File: src/rtl/ldst_fwd_pkg.sv
package ldst_fwd_pkg;
  // Execute operand source encoding
  typedef enum logic [1:0] {
    SRC_RF  = 2'b00,
    SRC_WB  = 2'b01,
    SRC_MEM = 2'b10
  } ex_src_e;
endpackage

File: src/rtl/ex_fwd_unit.sv
module ex_fwd_unit
  import ldst_fwd_pkg::*;
#(
  parameter int REG_AW = 5,
  parameter int DATA_W = 32
) (
  input  logic [REG_AW-1:0] src,
  input  logic              mem_reg_wr,
  input  logic              mem_is_load,
  input  logic [REG_AW-1:0] mem_rd,
  input  logic              wb_reg_wr,
  input  logic [REG_AW-1:0] wb_rd,
  input  logic [DATA_W-1:0] rf_val,
  input  logic [DATA_W-1:0] mem_val,
  input  logic [DATA_W-1:0] wb_val,
  output ex_src_e           sel,
  output logic [DATA_W-1:0] val
);
  localparam logic [REG_AW-1:0] ZERO_REG = '0;

  logic mem_hit, wb_hit;

  // A load in the memory stage has no data yet; never forward from there.
  assign mem_hit = mem_reg_wr && !mem_is_load && (mem_rd != ZERO_REG) && (mem_rd == src);
  assign wb_hit  = wb_reg_wr && (wb_rd != ZERO_REG) && (wb_rd == src);

  always_comb begin
    if (mem_hit)     sel = SRC_MEM;
    else if (wb_hit) sel = SRC_WB;
    else             sel = SRC_RF;
  end

  always_comb begin
    unique case (sel)
      SRC_MEM: val = mem_val;
      SRC_WB:  val = wb_val;
      default: val = rf_val;
    endcase
  end
endmodule

File: src/rtl/mem_store_fwd.sv
module mem_store_fwd #(
  parameter int REG_AW = 5,
  parameter int DATA_W = 32
) (
  input  logic              is_store,
  input  logic [REG_AW-1:0] store_src,
  input  logic [DATA_W-1:0] carried_data,
  input  logic              wb_reg_wr,
  input  logic [REG_AW-1:0] wb_rd,
  input  logic [DATA_W-1:0] wb_val,
  output logic              use_wb,
  output logic [DATA_W-1:0] data_out
);
  localparam logic [REG_AW-1:0] ZERO_REG = '0;

  assign use_wb   = is_store && wb_reg_wr && (wb_rd != ZERO_REG) && (wb_rd == store_src);
  assign data_out = use_wb ? wb_val : carried_data;
endmodule

File: src/rtl/load_use_detect.sv
module load_use_detect #(
  parameter int REG_AW = 5
) (
  input  logic              ex_is_load,
  input  logic [REG_AW-1:0] ex_rd,
  input  logic [REG_AW-1:0] dec_rs1,
  input  logic [REG_AW-1:0] dec_rs2,
  input  logic              dec_rs1_alu,
  input  logic              dec_rs2_alu,
  output logic              hold,
  output logic              pc_en,
  output logic              dec_en,
  output logic              bubble
);
  localparam logic [REG_AW-1:0] ZERO_REG = '0;

  logic rs1_dep, rs2_dep;

  // Only ALU uses need the value in execute; store data is covered later.
  assign rs1_dep = dec_rs1_alu && (dec_rs1 == ex_rd);
  assign rs2_dep = dec_rs2_alu && (dec_rs2 == ex_rd);
  assign hold    = ex_is_load && (ex_rd != ZERO_REG) && (rs1_dep || rs2_dep);

  assign pc_en  = !hold;
  assign dec_en = !hold;
  assign bubble = hold;
endmodule

File: src/rtl/ldst_fwd_ctrl.sv
module ldst_fwd_ctrl
  import ldst_fwd_pkg::*;
#(
  parameter int REG_AW = 5,
  parameter int DATA_W = 32
) (
  input  logic [REG_AW-1:0] idex_rs1,
  input  logic [REG_AW-1:0] idex_rs2,
  input  logic [REG_AW-1:0] idex_rd,
  input  logic              idex_mem_rd,
  input  logic [DATA_W-1:0] idex_rs1_val,
  input  logic [DATA_W-1:0] idex_rs2_val,
  input  logic [REG_AW-1:0] exmem_rd,
  input  logic              exmem_reg_wr,
  input  logic              exmem_mem_rd,
  input  logic              exmem_mem_wr,
  input  logic [REG_AW-1:0] exmem_rs2,
  input  logic [DATA_W-1:0] exmem_alu,
  input  logic [DATA_W-1:0] exmem_store_data,
  input  logic [REG_AW-1:0] memwb_rd,
  input  logic              memwb_reg_wr,
  input  logic [DATA_W-1:0] memwb_wdata,
  input  logic [REG_AW-1:0] ifid_rs1,
  input  logic [REG_AW-1:0] ifid_rs2,
  input  logic              ifid_rs1_alu,
  input  logic              ifid_rs2_alu,
  output logic [1:0]        fwd_a_sel,
  output logic [1:0]        fwd_b_sel,
  output logic [DATA_W-1:0] ex_opa,
  output logic [DATA_W-1:0] ex_opb,
  output logic              store_sel,
  output logic [DATA_W-1:0] store_data,
  output logic              stall,
  output logic              pc_wr_en,
  output logic              ifid_wr_en,
  output logic              idex_bubble
);
  localparam int N_OPS = 2;

  logic [N_OPS-1:0][REG_AW-1:0] op_src;
  logic [N_OPS-1:0][DATA_W-1:0] op_rf;
  logic [N_OPS-1:0][DATA_W-1:0] op_val;
  ex_src_e                      op_sel [N_OPS];

  assign op_src = {idex_rs2, idex_rs1};
  assign op_rf  = {idex_rs2_val, idex_rs1_val};

  for (genvar g = 0; g < N_OPS; g++) begin : g_op
    ex_fwd_unit #(.REG_AW(REG_AW), .DATA_W(DATA_W)) u_fwd (
      .src        (op_src[g]),
      .mem_reg_wr (exmem_reg_wr),
      .mem_is_load(exmem_mem_rd),
      .mem_rd     (exmem_rd),
      .wb_reg_wr  (memwb_reg_wr),
      .wb_rd      (memwb_rd),
      .rf_val     (op_rf[g]),
      .mem_val    (exmem_alu),
      .wb_val     (memwb_wdata),
      .sel        (op_sel[g]),
      .val        (op_val[g])
    );
  end

  assign fwd_a_sel = op_sel[0];
  assign fwd_b_sel = op_sel[1];
  assign ex_opa    = op_val[0];
  assign ex_opb    = op_val[1];

  mem_store_fwd #(.REG_AW(REG_AW), .DATA_W(DATA_W)) u_store (
    .is_store    (exmem_mem_wr),
    .store_src   (exmem_rs2),
    .carried_data(exmem_store_data),
    .wb_reg_wr   (memwb_reg_wr),
    .wb_rd       (memwb_rd),
    .wb_val      (memwb_wdata),
    .use_wb      (store_sel),
    .data_out    (store_data)
  );

  load_use_detect #(.REG_AW(REG_AW)) u_hzd (
    .ex_is_load (idex_mem_rd),
    .ex_rd      (idex_rd),
    .dec_rs1    (ifid_rs1),
    .dec_rs2    (ifid_rs2),
    .dec_rs1_alu(ifid_rs1_alu),
    .dec_rs2_alu(ifid_rs2_alu),
    .hold       (stall),
    .pc_en      (pc_wr_en),
    .dec_en     (ifid_wr_en),
    .bubble     (idex_bubble)
  );
endmodule

File: config.mk
export PLATFORM = sky130hd
export DESIGN_NAME = ldst_fwd_ctrl
export DESIGN_NICKNAME = d
export VERILOG_FILES = /design/src/rtl/ldst_fwd_pkg.sv /design/src/rtl/ex_fwd_unit.sv /design/src/rtl/mem_store_fwd.sv /design/src/rtl/load_use_detect.sv /design/src/rtl/ldst_fwd_ctrl.sv
export SDC_FILE = /design/constraint.sdc
export NUM_CORES = 1
export LEC_CHECK = 0
export ABC_AREA = 1
export BUFFER_PORTS_ARGS = -buffer_cell sky130_fd_sc_hd__buf_2
export CORE_AREA = 2 2 122 124
export DETAILED_ROUTE_END_ITERATION = 10
export DIE_AREA = 0 0 124 126
export SLEW_MARGIN = 10
export SYNTH_ARGS = -nofsm -noshare
export SYNTH_HDL_FRONTEND = slang
export SYNTH_SLANG_ARGS = --single-unit
File: constraint.sdc
create_clock -name vclk -period 2.9
set_input_delay 0.145 -clock vclk [all_inputs]
set_output_delay 0.145 -clock vclk [all_outputs]
set_load 0.01 [all_outputs]
==> results of run 1 <==
[cell usage in the layout, fill, tap and decap left out, drive strengths merged]
cell type	count
nor3	2
nand3b	1
clkinv	2
nor2	23
xor2	11
nand2	179
nand4	33
inv	23
a21oi	3
buf	324
xnor2	10
nand3	203
o22ai	2
nor2b	2
o21ai	2
[per-stage QoR]
stage	cells	hold WS, ns	util [%]
after floorplan	546	0.396	-
after global placement	1004	0.561	30.0
after detailed placement	1004	0.561	30.0
after CTS	1004	0.562	30.0
after global routing	1004	0.582	30.0
final	1004	0.561	30.0
[layout make-up]
type	count	share of cell area, %
multi-input combinational	471	53.4
tap	184	5.36
timing repair buffer	324	39.1
inverter	25	2.19
[final timing paths]
check,from,endpoint,cells after the start
min,exmem_store_data[4],store_data[4],4
max,memwb_rd[1],store_data[23],10
[routing by layer]
| layer | up-vias | global-route usage [%] |
|---|---|---|
| met3 | 8 | 1.45 |
| met1 | 2186 | 22.7 |
| met5 | - | 0 |
| li1 | 2401 | - |
| met2 | 261 | 34.7 |
| met4 | 0 | 1.85 |
[kinds of logic after synthesis]
kind of cell / Yosys count
buffers and inverters: 75
AO/OA/AOI/OAI: 7
XOR/XNOR: 21
AND/OR/NAND/NOR: 443
[report_power, final]
part           leakage, nW  switching [mW]  internal [mW]
Clock                    0               0              0
Sequential               0               0              0
Combinational         2.50           0.313          0.251
Total                 2.50           0.313          0.251
[critical path: cells and delay by family]
family                 cells  cell delay, ns
AND/OR/NAND/NOR            6            1.26
buffers and inverters      4            0.82
==> run_results.csv, run 1 <==
group,metric,value,unit
outcome,outcome,"complete, no violations",
power_and_ir_drop,power_per_cell_area,131,mW/mm²
global_route,grt_overflow_total,0,
routing,postRouteAntennaNets,0,
hold_path,hold_class,"input pin to output port",
job,cap_violations,0,
routing,firstDrtPassIters,5,
finish,antennaDiodeCount,0,
die,core_area,0.0143,mm²
clocking,post_cts_buffers,0,
global_route,antenna_found_initial,0,
power_and_ir_drop,leakagePower,2.50,nW
die,die_w,124,µm
die,initial_core_util,18.2,%
synth,synthAdderAreaFrac,0,%
synth,synthTopCellsByArea,"nand3_1 (38%), nand2_1 (26%), nand4_1 (7.9%)",
critical_path,endpoint_kind,"output port",
routing,viasPerCell,4.84,
finish,design.seq.count,0,
synth,netlist_instances,546,
routing,drt-total-wl,15.8,mm
routing,met2WireLength,7.92,mm
routing,via_count,4856,
routing,wl_met1,6.43,mm
sta,rsz0062_at_grt,"no",
routing,highest-signal-layer,"met4",
finish,num-fill-cells,1707,
critical_path,required,2.76,ns
synth,synth_nets,753,
finish,ff_latch_area,0,µm²
synth,synth_cell_types,21,
sta,tightest_slew,0.813,ns
synth,yosys_warnings,0,
global_route,grt_pass1_vias,4464,
sta,period_needed,2.41,ns
sta,relSlewSlack,45.7,%
routing,first_iter_violations,280,
global_route,grt_pass1_wl,22.9,mm
synth,synth_area_per_cell,4.78,µm²
critical_path,slowest_stage,"nand3_2",
placement,place.gp.congestion,0.798,
global_route,grt_max_degree,65,
sta,hold_viol,0,
synth,synth_top_area_share,38.4,%
clocking,ctsResizeCount,0,
sta,maxSlewViolCount,0,
placement,hpwl,12.1,mm
critical_path,crit_top_cell,"nand2_1",
synth,yosysMostFrequentCell,"nand3_1",
die,rows,44,
routing,drc,0,
critical_path,cp-start-kind,"input pin",
critical_path,cpPeakStageDelay,0.66,ns
placement,pre_cts_ws,0.529,ns
finish,multi_input_area,0.00229,mm²
sta,setup_viol_count_final,0,
critical_path,cp.arrival,2.26,ns
synth,synth_top_family_by_area,"simple AND/OR/NAND/NOR gates",
clocking,cts_hold_buf,0,
synth,yosysTopAreaCell,"nand3_1",
die,dieArea,0.0156,mm²
placement,port_buffers,312,
synth,synth_compound_area_share,1.44,%
routing,dr_wl_met3,1.26,mm
placement,place_area,0.00429,mm²
sta,fin_tns_setup,0,ns
finish,num-nets-final,1029,
critical_path,cp_max_fo,33,
routing,wl_per_cell,15.7,µm
global_route,track_usage,18.2,%
finish,drive_gt1_share,41.0,%
die,pin_count,312,
synth,netlist_top_cells_count,"nand3_1 (200), nand2_1 (179), buf_2 (36)",
power_and_ir_drop,power,0.564,mW
sta,timing.fmax,415,MHz
synth,synth_xor_area_share,7.05,%
synth,synth-simple-area-share,78.4,%
finish,clock_buffers,0,
sta,layout_setup_ws,0.492,ns
critical_path,cp_cell_sequence,"buf_2 > nor2_1 > nand3_1 > nand2_1 > inv_2 > buf_4 > nand3_2 > nand2_1 > nand2_1 > buf_2",
power_and_ir_drop,max-vdd-ir-drop,0.0000545,V
sta,fin_crit_sh,83.0,%
synth,ys_seq_area_share,0,%
finish,design_area,0.00429,mm²
finish,area_delta_synth_final,64.6,%
synth,synth.cell_area,0.00261,mm²
die,fp.dieH,126,µm
synth,muxShareOfSynthArea,0,%
critical_path,path_class,"input pin to output port",
No activity file was read; power rests on OpenSTA's default activity.
==> inputs of run 2 (changes only) <==
Settings changed: CORE_AREA 2 2 122 124 to 2 2 121 123, DIE_AREA 0 0 124 126 to 0 0 123 125.
Clock period 2.9 ns to 2.2 ns, I/O delays scaled along.
==> run 2 against run 1 <==
- critical path depth is 1 lower
- critical path type unchanged
- highest routed layer is now met5
- power is 33% higher
- global-route usage is 1.3 points higher
- worst setup slack worse by 0.13 ns
- wire length is 4.4% higher
- hold slack worse by 0.069 ns
- sequential cell count stayed put
- critical endpoint is now store_data[21]
- final area is 1.5% higher
- final cell count is 1.0% higher
- sequential share of layout area stayed put
- via count is 1.9% higher
==> run_results.csv, run 2 (synthesis results as in run 1) <==
group,metric,value,unit
sta,timing.hold.ws,0.492,ns
power_and_ir_drop,power_per_cell_area,172,mW/mm²
sta,fin_crit_sh,83.3,%
power_and_ir_drop,p_int,0.332,mW
die,initial_core_util,18.4,%
global_route,track_usage,19.6,%
clocking,post_cts_buffers,0,
routing,first_iter_violations,299,
critical_path,required,2.09,ns
routing,firstDrtPassIters,6,
routing,wl_per_cell,16.2,µm
die,rows,44,
die,fp.dieH,125,µm
routing,via_count,4948,
sta,period_needed,1.83,ns
power_and_ir_drop,max-vdd-ir-drop,0.0000949,V
finish,design_area,0.00436,mm²
placement,port_buffers,312,
routing,drc,0,
critical_path,cp.arrival,1.72,ns
power_and_ir_drop,leakagePower,2.54,nW
routing,viasPerCell,4.88,
die,dieArea,0.0154,mm²
die,pin_count,312,
power_and_ir_drop,p_clk_share,0,%
sta,maxSlewViolCount,0,
sta,hold_viol,0,
finish,layout_commonest_cell,"buf_2",
power_and_ir_drop,power_frac_comb,100.0,%
finish,num-nets-final,1037,
global_route,antenna_found_initial,3,
finish,final_cell_mix,"buf_2 (312), nand3_1 (198), nand2_1 (179), nand4_1 (33)",
sta,setup_viol_count_final,0,
placement,place.gp.congestion,0.931,
critical_path,path_class,"input pin to output port",
power_and_ir_drop,power,0.751,mW
global_route,grt_pass1_wl,23.9,mm
sta,relSlewSlack,70.8,%
hold_path,hold_class,"input pin to output port",
power_and_ir_drop,p_sw_share,55.8,%
global_route,grt_pass1_vias,4443,
placement,place_area,0.00435,mm²
sta,tightest_slew,0.439,ns
sta,timing.fmax,546,MHz
finish,design.seq.count,0,
sta,fin_tns_setup,0,ns
finish,clock_buffers,0,
die,core_area,0.0142,mm²
finish,ff_latch_area,0,µm²
power_and_ir_drop,pwr-share-seq,0,%
critical_path,cp-start-kind,"input pin",
clocking,cts_hold_buf,0,
routing,postRouteAntennaNets,0,
finish,drive_gt1_share,41.5,%
job,cap_violations,0,
critical_path,cp_max_fo,28,
routing,drt-total-wl,16.4,mm
placement,hpwl,13.0,mm
global_route,grt_overflow_total,0,
die,die_w,123,µm
finish,area_delta_synth_final,67.1,%
outcome,outcome,"complete, no violations",
global_route,grt_max_degree,37,
power_and_ir_drop,p_sw,0.419,mW
finish,num-fill-cells,1663,
critical_path,endpoint_kind,"output port",
clocking,ctsResizeCount,0,
sta,rsz0062_at_grt,"no",
-- run 2: changes by cell type in the layout (fill, tap and decap cells not counted) --
cell     previous run  this run
diode_2             0         2
buf_4              10        18
-- run 2: final timing paths --
| path | start | slack (ns) | endpoint | cells past startpoint |
|---|---|---|---|---|
| hold / removal | exmem_store_data[31] | 0.49 | store_data[31] | 4 |
| setup / recovery | memwb_rd[0] | 0.37 | store_data[21] | 9 |
-- run 2: metrics by stage --
| step | instances | utilization (%) | setup WS, ns |
|---|---|---|---|
| 2_1_floorplan | 546 | - | 0.959 |
| 3_3_place_gp | 1012 | 30.6 | 0.340 |
| 3_5_place_dp | 1012 | 30.6 | 0.327 |
| 4_1_cts | 1012 | 30.6 | 0.317 |
| 5_1_grt | 1012 | 30.6 | 0.226 |
| 6_report | 1014 | 30.7 | 0.367 |
-- run 2: per-layer routing --
metal	part of all wire, %	wire length [µm]	global-route usage, %
met1	40	6640	24.5
met2	49	8110	36.3
met3	9.6	1570	3.06
met4	0.67	111	1.27
met5	0.079	13	0
-- run 2: area by class of cell --
cell class	count	area [µm²]	area share, %
Tap cell	184	230	5.28
Timing Repair Buffer	332	1740	39.9
Multi-Input combinational cell	471	2290	52.6
Antenna cell	2	5.00	0.115
Inverter	25	93.8	2.15
-- run 2: power groups by stage --
| stage | combinational, mW | clock (mW) | sequential (mW) |
|---|---|---|---|
| global route | 0.829 | 0 | 0 |
| CTS | 0.752 | 0 | 0 |
| finish | 0.751 | 0.000000122 | 0 |
| global placement | 0.748 | 0 | 0 |
| floorplan | 0.332 | 0 | 0 |
| detailed placement | 0.749 | 0 | 0 |
-- run 2: worst max-delay path, stage by stage --
cell and delay (ns):
buf_2 0.17, nor2_1 0.07, nand3_1 0.06, nand2_1 0.15, inv_2 0.23, buf_4 0.40
nand4_1 0.21, nand2_1 0.17, buf_2 0.15
